==> config.mk <==
export PLATFORM = sky130hd
export DESIGN_NAME = inband_flow_ctrl
export DESIGN_NICKNAME = d
export VERILOG_FILES = /design/src/rtl/swfc_pkg.sv /design/src/rtl/swfc_rx_match.sv /design/src/rtl/swfc_tx_inject.sv /design/src/rtl/inband_flow_ctrl.sv
export SDC_FILE = /design/constraint.sdc
export NUM_CORES = 1
export LEC_CHECK = 0
export BUFFER_PORTS_ARGS = -buffer_cell sky130_fd_sc_hd__buf_2
export CAP_MARGIN = 20
export CORE_MARGIN = 5
export CORE_UTILIZATION = 51
export CTS_CLUSTER_SIZE = 30
export DETAILED_ROUTE_END_ITERATION = 10
export GPL_ROUTABILITY_DRIVEN = 0
export GPL_TIMING_DRIVEN = 0
export PLACE_DENSITY = 0.86
export SETUP_SLACK_MARGIN = 0.05
export SLEW_MARGIN = 10
export SYNTH_ARGS = -nofsm -noshare
export SYNTH_HDL_FRONTEND = slang
export SYNTH_SLANG_ARGS = --single-unit
export TNS_END_PERCENT = 100
==> constraint.sdc <==
create_clock -name clk -period 3.2 [get_ports clk]
set_input_delay 0.32 -clock clk [delete_from_list [all_inputs] [get_ports clk]]
set_output_delay 0.32 -clock clk [all_outputs]
set_load 0.005 [all_outputs]
==> src/rtl/swfc_pkg.sv <==
package swfc_pkg;
  typedef enum logic [1:0] {FK_NONE = 2'd0, FK_XON = 2'd1, FK_XOFF = 2'd2} flow_kind_e;

  localparam logic [1:0] FM_OFF    = 2'b00;
  localparam logic [1:0] FM_FIRST  = 2'b10;
  localparam logic [1:0] FM_SECOND = 2'b01;
  localparam logic [1:0] FM_BOTH   = 2'b11;

  localparam int STAT_HOLD_BIT = 3;
  localparam int STAT_SENT_BIT = 4;
  localparam logic [7:0] IRQ_FLOW_CODE = 8'h10;

  // Which character set a given step of a send sequence draws from.
  function automatic logic uses_second(input logic [1:0] m, input logic step);
    return (m == FM_SECOND) || ((m == FM_BOTH) && step);
  endfunction

  // True when this step ends the sequence.
  function automatic logic step_is_last(input logic [1:0] m, input logic step);
    return (m != FM_BOTH) || step;
  endfunction
endpackage

==> src/rtl/swfc_rx_match.sv <==
module swfc_rx_match #(
  parameter int W = 8
) (
  input  logic         clk,
  input  logic         rst_n,
  input  logic [1:0]   rx_mode,
  input  logic         xon_any,
  input  logic [W-1:0] xon1_ch,
  input  logic [W-1:0] xon2_ch,
  input  logic [W-1:0] xoff1_ch,
  input  logic [W-1:0] xoff2_ch,
  input  logic         rx_valid,
  input  logic [W-1:0] rx_byte,
  output logic         hit_on,
  output logic         hit_off,
  output logic         pass0_valid,
  output logic [W-1:0] pass0_byte,
  output logic         pass1_valid,
  output logic [W-1:0] pass1_byte,
  output logic         hold
);
  import swfc_pkg::*;

  logic         armed_q;
  flow_kind_e   arm_kind_q, arm_kind_d;
  logic [W-1:0] held_q;
  logic         arm_d, fwd_held, fwd_new;
  logic [W-1:0] on_sel, off_sel;

  assign on_sel  = (rx_mode == FM_SECOND) ? xon2_ch  : xon1_ch;
  assign off_sel = (rx_mode == FM_SECOND) ? xoff2_ch : xoff1_ch;

  always_comb begin
    hit_on = 1'b0; hit_off = 1'b0; arm_d = 1'b0; arm_kind_d = FK_NONE;
    fwd_held = 1'b0; fwd_new = 1'b0;
    if (rx_valid) begin
      if (armed_q) begin
        if (rx_mode == FM_BOTH && arm_kind_q == FK_XOFF && rx_byte == xoff2_ch) hit_off = 1'b1;
        else if (rx_mode == FM_BOTH && arm_kind_q == FK_XON && rx_byte == xon2_ch) hit_on = 1'b1;
        else begin fwd_held = 1'b1; fwd_new = 1'b1; end
      end else if (rx_mode == FM_OFF) begin
        fwd_new = 1'b1;
      end else if (rx_mode == FM_BOTH) begin
        if (rx_byte == xoff1_ch)     begin arm_d = 1'b1; arm_kind_d = FK_XOFF; end
        else if (rx_byte == xon1_ch) begin arm_d = 1'b1; arm_kind_d = FK_XON;  end
        else fwd_new = 1'b1;
      end else begin
        if (rx_byte == off_sel)     hit_off = 1'b1;
        else if (rx_byte == on_sel) hit_on  = 1'b1;
        else fwd_new = 1'b1;
      end
    end
  end

  always_ff @(posedge clk or negedge rst_n) begin
    if (!rst_n) begin
      armed_q <= 1'b0; arm_kind_q <= FK_NONE; held_q <= '0; hold <= 1'b0;
      pass0_valid <= 1'b0; pass0_byte <= '0; pass1_valid <= 1'b0; pass1_byte <= '0;
    end else begin
      if (rx_valid) begin
        armed_q    <= arm_d;
        arm_kind_q <= arm_kind_d;
      end
      if (arm_d) held_q <= rx_byte;
      pass0_valid <= fwd_held | fwd_new;
      pass0_byte  <= fwd_held ? held_q : rx_byte;
      pass1_valid <= fwd_held;
      pass1_byte  <= rx_byte;
      if (hit_off) hold <= 1'b1;
      else if (hit_on || (xon_any && rx_valid)) hold <= 1'b0;
    end
  end
endmodule

==> src/rtl/swfc_tx_inject.sv <==
module swfc_tx_inject #(
  parameter int W = 8
) (
  input  logic         clk,
  input  logic         rst_n,
  input  logic [1:0]   tx_mode,
  input  logic [W-1:0] xon1_ch,
  input  logic [W-1:0] xon2_ch,
  input  logic [W-1:0] xoff1_ch,
  input  logic [W-1:0] xoff2_ch,
  input  logic         send_xon,
  input  logic         send_xoff,
  input  logic         hold,
  input  logic         q_valid,
  input  logic [W-1:0] q_byte,
  input  logic         tx_ready,
  output logic         q_pop,
  output logic         tx_valid,
  output logic [W-1:0] tx_byte,
  output logic         tx_is_flow,
  output logic         xoff_done,
  output logic         xoff_sent
);
  import swfc_pkg::*;

  flow_kind_e   pend_q;
  logic         step_q;
  logic         sec, flow_accept, flow_last;
  logic [W-1:0] flow_char;

  always_comb begin
    sec       = uses_second(tx_mode, step_q);
    flow_char = (pend_q == FK_XOFF) ? (sec ? xoff2_ch : xoff1_ch) : (sec ? xon2_ch : xon1_ch);
  end

  assign tx_is_flow  = (pend_q != FK_NONE);
  assign tx_valid    = tx_is_flow || (q_valid && !hold);
  assign tx_byte     = tx_is_flow ? flow_char : q_byte;
  assign q_pop       = !tx_is_flow && q_valid && !hold && tx_ready;
  assign flow_accept = tx_is_flow && tx_ready;
  assign flow_last   = flow_accept && step_is_last(tx_mode, step_q);
  assign xoff_done   = flow_last && (pend_q == FK_XOFF);

  always_ff @(posedge clk or negedge rst_n) begin
    if (!rst_n) begin
      pend_q <= FK_NONE; step_q <= 1'b0; xoff_sent <= 1'b0;
    end else begin
      if (flow_last) pend_q <= FK_NONE;
      else if (flow_accept) step_q <= 1'b1;
      if (xoff_done) xoff_sent <= 1'b1;
      else if (flow_last) xoff_sent <= 1'b0;
      if (tx_mode == FM_OFF) pend_q <= FK_NONE;
      else if (send_xoff) begin pend_q <= FK_XOFF; step_q <= 1'b0; end
      else if (send_xon)  begin pend_q <= FK_XON;  step_q <= 1'b0; end
    end
  end
endmodule

==> src/rtl/inband_flow_ctrl.sv <==
module inband_flow_ctrl #(
  parameter int W = 8
) (
  input  logic         clk,
  input  logic         rst_n,
  input  logic [3:0]   mode,
  input  logic         xon_any,
  input  logic         irq_en,
  input  logic         irq_ack,
  input  logic [W-1:0] xon1_ch,
  input  logic [W-1:0] xon2_ch,
  input  logic [W-1:0] xoff1_ch,
  input  logic [W-1:0] xoff2_ch,
  input  logic         rx_valid,
  input  logic [W-1:0] rx_byte,
  output logic         pass0_valid,
  output logic [W-1:0] pass0_byte,
  output logic         pass1_valid,
  output logic [W-1:0] pass1_byte,
  input  logic         send_xon,
  input  logic         send_xoff,
  input  logic         q_valid,
  input  logic [W-1:0] q_byte,
  output logic         q_pop,
  input  logic         tx_ready,
  output logic         tx_valid,
  output logic [W-1:0] tx_byte,
  output logic         tx_is_flow,
  output logic         tx_hold,
  output logic [7:0]   flow_status,
  output logic [7:0]   irq_code
);
  import swfc_pkg::*;

  logic hit_on, hit_off, xoff_done, xoff_sent, irq_q;

  swfc_rx_match #(.W(W)) u_rx (
    .clk, .rst_n, .rx_mode(mode[1:0]), .xon_any,
    .xon1_ch, .xon2_ch, .xoff1_ch, .xoff2_ch,
    .rx_valid, .rx_byte, .hit_on, .hit_off,
    .pass0_valid, .pass0_byte, .pass1_valid, .pass1_byte, .hold(tx_hold)
  );

  swfc_tx_inject #(.W(W)) u_tx (
    .clk, .rst_n, .tx_mode(mode[3:2]),
    .xon1_ch, .xon2_ch, .xoff1_ch, .xoff2_ch,
    .send_xon, .send_xoff, .hold(tx_hold), .q_valid, .q_byte, .tx_ready,
    .q_pop, .tx_valid, .tx_byte, .tx_is_flow, .xoff_done, .xoff_sent
  );

  always_ff @(posedge clk or negedge rst_n) begin
    if (!rst_n) irq_q <= 1'b0;
    else if (irq_en && (hit_on || hit_off)) irq_q <= 1'b1;
    else if (irq_ack) irq_q <= 1'b0;
  end

  always_comb begin
    flow_status = '0;
    flow_status[STAT_HOLD_BIT] = tx_hold;
    flow_status[STAT_SENT_BIT] = xoff_sent;
    irq_code = irq_q ? IRQ_FLOW_CODE : 8'h00;
  end
endmodule

# Word-level counts from Yosys, hierarchy flattened
# Cells that the tools add are included.
[totals]
ff_bits = 35
out_inout_bits = 46
wordCells = 115
[op_classes]
eq_ne = 14
n_mux = 60
bitwise_logic = 1
n_reduce_logical = 28
[ops]
columns = ["op", "n"]
rows = [
  ["$mux 8", 7],
  ["$eq 8x8->1", 6],
  ["$mux 1", 44],
  ["$mux 2", 8],
  ["$logic_and 1x1->1", 14],
  ["$eq 2x2->1 const B", 4],
  ["$reduce_bool 2->1", 4],
  ["$eq 2x1->1 const B", 3],
  ["$logic_or 1x1->1", 5],
  ["$mux 5", 1],
  ["$logic_not 2->1", 2],
  ["$reduce_bool 4->1", 1],
  ["$logic_not 1->1", 2],
  ["$ne 2x2->1 const B", 1],
  ["$or 1x1->1", 1],
]

# Logic depth before layout (Yosys ltp)
[logic_depth]
ltp_word = 12
depth_mapped = 7

# By module
# From an unflattened synthesis, not the netlist that was laid out.
[hier_totals]
cells_unflattened = 265
area_unflattened_um2 = 2527.4
[by_module_without_submodules]
columns = ["module", "instances", "cells_per_inst", "area_each_um2"]
rows = [
  ["swfc_rx_match", 1, 164, 1800.5],
  ["swfc_tx_inject", 1, 80, 564.3],
  ["inband_flow_ctrl", 1, 21, 162.7],
]

# Least setup slack after synthesis
# No wires, ideal clock.
[synth_timing]
kind = "input -> register"
startpoint = "input port rx_byte[6]"
endpoint = "register u_rx.held_q[0]"
setup_time_ns = 0.125
arrival_ns = 2.110
required_ns = 3.075
setup_slack_ns = 0.966
cell_stages = 7
n_path_buf = 1
path_cell_list = "buf_4 > or2_0 > a2111o_1 > nor4_2 > inv_2 > a21oi_4 > mux2_2"
[synth_via]
elab_chain_len = 7
elab_cells_between_ends = 8
cone_classes = "eq/ne: 2; mux: 6"
[synth_rtl]
columns = ["item", "line", "source"]
rows = [
  ["start: declaration", "inband_flow_ctrl.sv:15", "input logic [W-1:0] rx_byte,"],
  ["$eq 8x8->1", "swfc_rx_match.sv:45", "else if (rx_byte == xon1_ch) begin arm_d = 1'b1; arm_kind_d = FK_XON; end"],
  ["$mux 1", "swfc_rx_match.sv:45", ""],
  ["$mux 1 *", "swfc_rx_match.sv:44", "if (rx_byte == xoff1_ch) begin arm_d = 1'b1; arm_kind_d = FK_XOFF; end"],
  ["$mux 1 *", "swfc_rx_match.sv:43", "end else if (rx_mode == FM_BOTH) begin"],
  ["$mux 1 *", "swfc_rx_match.sv:41", "end else if (rx_mode == FM_OFF) begin"],
  ["$mux 1 *", "swfc_rx_match.sv:37", "if (armed_q) begin"],
  ["$mux 1 *", "swfc_rx_match.sv:36", "if (rx_valid) begin"],
  ["end signal: assignment", "swfc_rx_match.sv:64", "if (arm_d) held_q <= rx_byte;"],
  ["end: declaration", "swfc_rx_match.sv:26", "logic [W-1:0] held_q;"],
]
# Mark *: on every way between the ends. The rest lies on a longest branch, timed or not.
# A chain may end at the register's enable or synchronous reset.

# Final worst setup path
[layout_timing]
startpoint = "register u_tx.step_q"
endpoint = "output port tx_byte[5]"
[layout_via]
elab_chain_len = 5
elab_cells_between_ends = 6
cone_classes = "mux: 4; reduce/logical: 2"
[layout_rtl]
columns = ["item", "line", "source"]
rows = [
  ["start: declaration", "swfc_tx_inject.sv:27", "logic step_q;"],
  ["start signal: assignment", "swfc_tx_inject.sv:46", "pend_q <= FK_NONE; step_q <= 1'b0; xoff_sent <= 1'b0;"],
  ["start signal: assignment", "swfc_tx_inject.sv:49", "else if (flow_accept) step_q <= 1'b1;"],
  ["start signal: assignment", "swfc_tx_inject.sv:53", "else if (send_xoff) begin pend_q <= FK_XOFF; step_q <= 1'b0; end"],
  ["$logic_and 1x1->1 *", "swfc_pkg.sv:15", "return (m == FM_SECOND) || ((m == FM_BOTH) && step);"],
  ["$logic_or 1x1->1 *", "swfc_pkg.sv:15", ""],
  ["$mux 8", "swfc_tx_inject.sv:33", "flow_char = (pend_q == FK_XOFF) ? (sec ? xoff2_ch : xoff1_ch) : (sec ? xon2_ch : xon1_ch);"],
  ["$mux 8 *", "swfc_tx_inject.sv:33", ""],
  ["$mux 8 *", "swfc_tx_inject.sv:38", "assign tx_byte = tx_is_flow ? flow_char : q_byte;"],
  ["end: declaration", "inband_flow_ctrl.sv:27", "output logic [W-1:0] tx_byte,"],
]
# Marked as above.

==> results.sh <==
export IMPL_run_status="finished, final reports clean"
export IMPL_firstDrtPassIters=4
export IMPL_post_synth_fa_ha_maj_area_fraction_pct=0
export IMPL_grt_setup_unrepaired="false"
export IMPL_resized_gates_after_cts=0
export IMPL_clock_tree_root_cell="clkbuf_8"
export IMPL_hold_buffers=0
export IMPL_netlist_area_before_placement_mm2=0.00240
export IMPL_grt_pass1_wl_um=10800
export IMPL_synth_seq_area_share_pct=36.5
export IMPL_xor_xnor_fraction_of_synth_area_pct=11.3
export IMPL_detail_route_iter0_violations=164
export IMPL_final_fill_count=398
export IMPL_finalSetupTns_ps=0
export IMPL_synthesis_instances=256
export IMPL_design_final_nets=430
export IMPL_htree_num_levels=2
export IMPL_post_synth_mux_area_share_pct=15.4
export IMPL_timing_final_setup_violations=0
export IMPL_initial_core_util_pct=51.8
export IMPL_yosysWarnings=0
export IMPL_core_rowCount=25
export IMPL_via_per_inst=5.25
export IMPL_critPathMaxFanout=10
export IMPL_layout_worst_path_cycle_share_pct=87.0
export IMPL_clock_tree_buffer_depth=2
export IMPL_p_comb_share_pct=26.4
export IMPL_post_route_drc_count=0
export IMPL_critPathArrivalTime_ps=2460
export IMPL_clk_insertion_delay_late_ps=300
export IMPL_critical_path_cell_chain="o21ai_1 > buf_2 > mux2i_1 > a21oi_1 > nor2_1 > a21oi_1 > buf_2"
export IMPL_crit_buf_inv=2
export IMPL_seq_power_share_pct=43.7
export IMPL_routed_via_count=2220
export IMPL_clk_pwr_share_pct=29.9
export IMPL_io_pin_count=108
export IMPL_power_per_cell_area_mw_per_mm2=351
export IMPL_number_of_storage_elements_in_the_synthesis_netlist=35
export IMPL_synth_distinct_cells=43
export IMPL_max_freq_ghz=0.359
export IMPL_required_arrival_time_at_the_worst_endpoint_ps=2880
export IMPL_crit_path_start_kind="flop"
export IMPL_cts_tree="yes"
export IMPL_sw_power_mw=0.329
export IMPL_p_leak_nw=1.59
export IMPL_tritoncts_num_buffers=5
export IMPL_globalRouteOverflowTotal=0
export IMPL_switching_share_pct=30.7
export IMPL_route_final_wire_length_um=6690
export IMPL_fp_dieArea_mm2=0.00617
export IMPL_synth_top_family_by_area="multiplexers"
export IMPL_post_route_util_pct=66.1
export IMPL_detailedPlace_worstSlack_ps=548
export IMPL_number_of_antenna_violations_at_the_first_check_in_global_routing=0
export IMPL_clock_sink_count=35
export IMPL_floorplan_die_width_um=78.6
export IMPL_peakVddDrop_mv=0.239
export IMPL_hold_viol_final=0
export IMPL_max_slew_margin_pct=43.9
export IMPL_floorplan_core_area_mm2=0.00463
export IMPL_syn_to_final_growth_pct=27.6
export IMPL_final_antenna_violating_net_count=0
export IMPL_post_synth_and_or_nand_nor_area_fraction_pct=15.2
export IMPL_synth_compound_area_share_pct=12.0
export IMPL_cts_setup_buffers=0
export IMPL_fraction_of_final_layout_cells_sized_beyond_drive_strength_1_pct=40.9
export IMPL_number_of_global_route_vias_before_repair=2285
export IMPL_worst_slew_pin_slew_ps=835
export IMPL_multiInputGateArea_mm2=0.00134
export IMPL_timing_worst_setup_path_type="reg2out"
export IMPL_cp_slowest_cell="o21ai_1"
export IMPL_place_port_buffers=93
export IMPL_wl_per_cell_um=15.8
export IMPL_timing_hold_worst_class="in2async"
export IMPL_post_synth_cell_area_avg_um2=9.37
export IMPL_path_delay_family="compound AO/OA/AOI/OAI gates"
export IMPL_cellInternalPower_mw=0.745
export IMPL_end_kind="primary output"
export IMPL_floorplan_die_height_um=78.6
export IMPL_max_cap_viols=0
export IMPL_finalMaxSlewViolations=0
export IMPL_timing_final_ws_setup_ps=417
export IMPL_final_period_minus_worst_setup_slack_ps=2780
export IMPL_globalRouteTotalUtil_pct=22.3
export IMPL_clk_pin_slew_ps=80
export IMPL_critical_path_max_stage_delay_ps=670
export IMPL_clock_skew_ps=7.17
export IMPL_n_antenna_cell=0
export IMPL_grt_max_degree=36
export IMPL_dp_hpwl_um=5390
export IMPL_layout_area_seq_um2=876
-- cell families (layout without fill, tap and decap cells) --
logic type,Yosys count,after routing
mux,35,35
compound gates,44,44
flops,35,35
buf+inv,37,138
simple gates,73,73
other cells,1,13
xor+xnor,31,31
-- placed cells by master, fill, tap and decap left out, drive strengths merged, types with 7 or more instances in the layout --
master  count
buf       118
dfrtp      35
nor2       29
xor2       21
a21oi      21
mux2i      19
mux2       16
nand2      14
conb       13
clkbuf     11
xnor2      10
inv         7
-- cell type report --
class / count / share of cell area [%]
inverter: 7 / 0.858
sequential: 35 / 28.6
buffer: 30 / 6.50
clock inverter: 2 / 0.409
multi-input combinational: 196 / 43.8
timing repair buffer: 93 / 15.2
tap: 54 / 2.21
clock buffer: 6 / 2.37
-- state kept, by name (all words and copies together) (netlist names), 2 cells and up --
signal / count
u_rx.pass0_byte: 8
u_tx.pend_q: 2
u_rx.arm_kind_q: 2
u_rx.held_q: 8
u_rx.pass1_byte: 8
-- power by group through the flow --
stage	Sequential (mW)	Combinational [mW]	Clock (mW)
6_report	0.469	0.283	0.321
5_1_grt	0.471	0.313	0.348
4_1_cts	0.469	0.281	0.326
3_5_place_dp	0.478	0.280	0
3_3_place_gp	0.477	0.272	0
2_1_floorplan	0.479	0.157	0
-- cells in the mapped netlist --
master / instances / share of area, %
dfrtp_1: 35 / 37
nor2_1: 28 / 4.4
buf_4: 22 / 6.9
xor2_1: 21 / 7.7
a21oi_1: 20 / 4.2
mux2i_1: 19 / 7.9
mux2_2: 16 / 7.5
nand2_1: 14 / 2.2
xnor2_1: 10 / 3.7
inv_1: 6 / 0.94
clkbuf_1: 5 / 0.78
nor4_1: 5 / 1.3
o21ai_0: 5 / 1.0
nor2b_1: 4 / 1.0
a31oi_1: 3 / 0.78
buf_2: 3 / 0.63
nand2b_1: 3 / 0.78
nand4_1: 3 / 0.78
o211ai_1: 3 / 0.94
and2_2: 2 / 0.63
nand3_1: 2 / 0.42
nand4b_1: 2 / 0.73
nor3_1: 2 / 0.42
o2111ai_1: 2 / 0.73
o41ai_1: 2 / 0.73
or2_2: 2 / 0.52
a2111o_1: 1 / 0.47
a2111oi_0: 1 / 0.37
a21o_2: 1 / 0.37
a21oi_4: 1 / 0.68
a31o_2: 1 / 0.37
and2_1: 1 / 0.26
conb_1: 1 / 0.16
inv_2: 1 / 0.16
nor2_2: 1 / 0.26
nor4_2: 1 / 0.52
nor4b_1: 1 / 0.37
o211a_1: 1 / 0.42
o21ai_1: 1 / 0.21
o22a_1: 1 / 0.37
o32ai_1: 1 / 0.37
or2_0: 1 / 0.26
or4_1: 1 / 0.31
-- layer usage --
metal	up-vias	GRT usage [%]	wire, um
met3	13	5.16	552
met1	1031	27.3	2680
met5	-	0	0
li1	1084	-	-
met4	0	7.52	125
met2	92	38.5	3330
-- final timing paths --
kind                       depth (start not counted)                 end  slack (ps)          startpoint
max                                                7          tx_byte[5]         420         u_tx.step_q
min                                                1      u_tx.xoff_sent          90               rst_n
max reg2reg                                        6  u_rx.pass0_byte[1]        1370  u_rx.arm_kind_q[0]
min reg2reg                                        2      u_tx.xoff_sent         490      u_tx.xoff_sent
max in group asynchronous                          1  u_rx.pass1_byte[6]        2590               rst_n
min in group clk                                   1  u_rx.pass1_byte[5]         140          rx_byte[5]
-- worst reg2reg max path: cells and delay by family, from the launching register on --
kind	cells	cell delay [ps]
buffers and inverters	1	90
flip-flops	1	370
multiplexers	1	300
AND/OR/NAND/NOR	4	960
-- stage by stage --
| stage | power, mW | std cells | hold WS [ps] | cell area [um2] |
|---|---|---|---|---|
| floorplan | 0.635 | 268 | 24.4 | 2440 |
| global placement | 0.749 | 415 | 441 | 2980 |
| detailed placement | 0.758 | 415 | 444 | 2980 |
| CTS | 1.08 | 423 | 128 | 3060 |
| global route | 1.13 | 423 | 135 | 3060 |
| finish | 1.07 | 423 | 94.7 | 3060 |
Power figures use the tool's default switching activity.
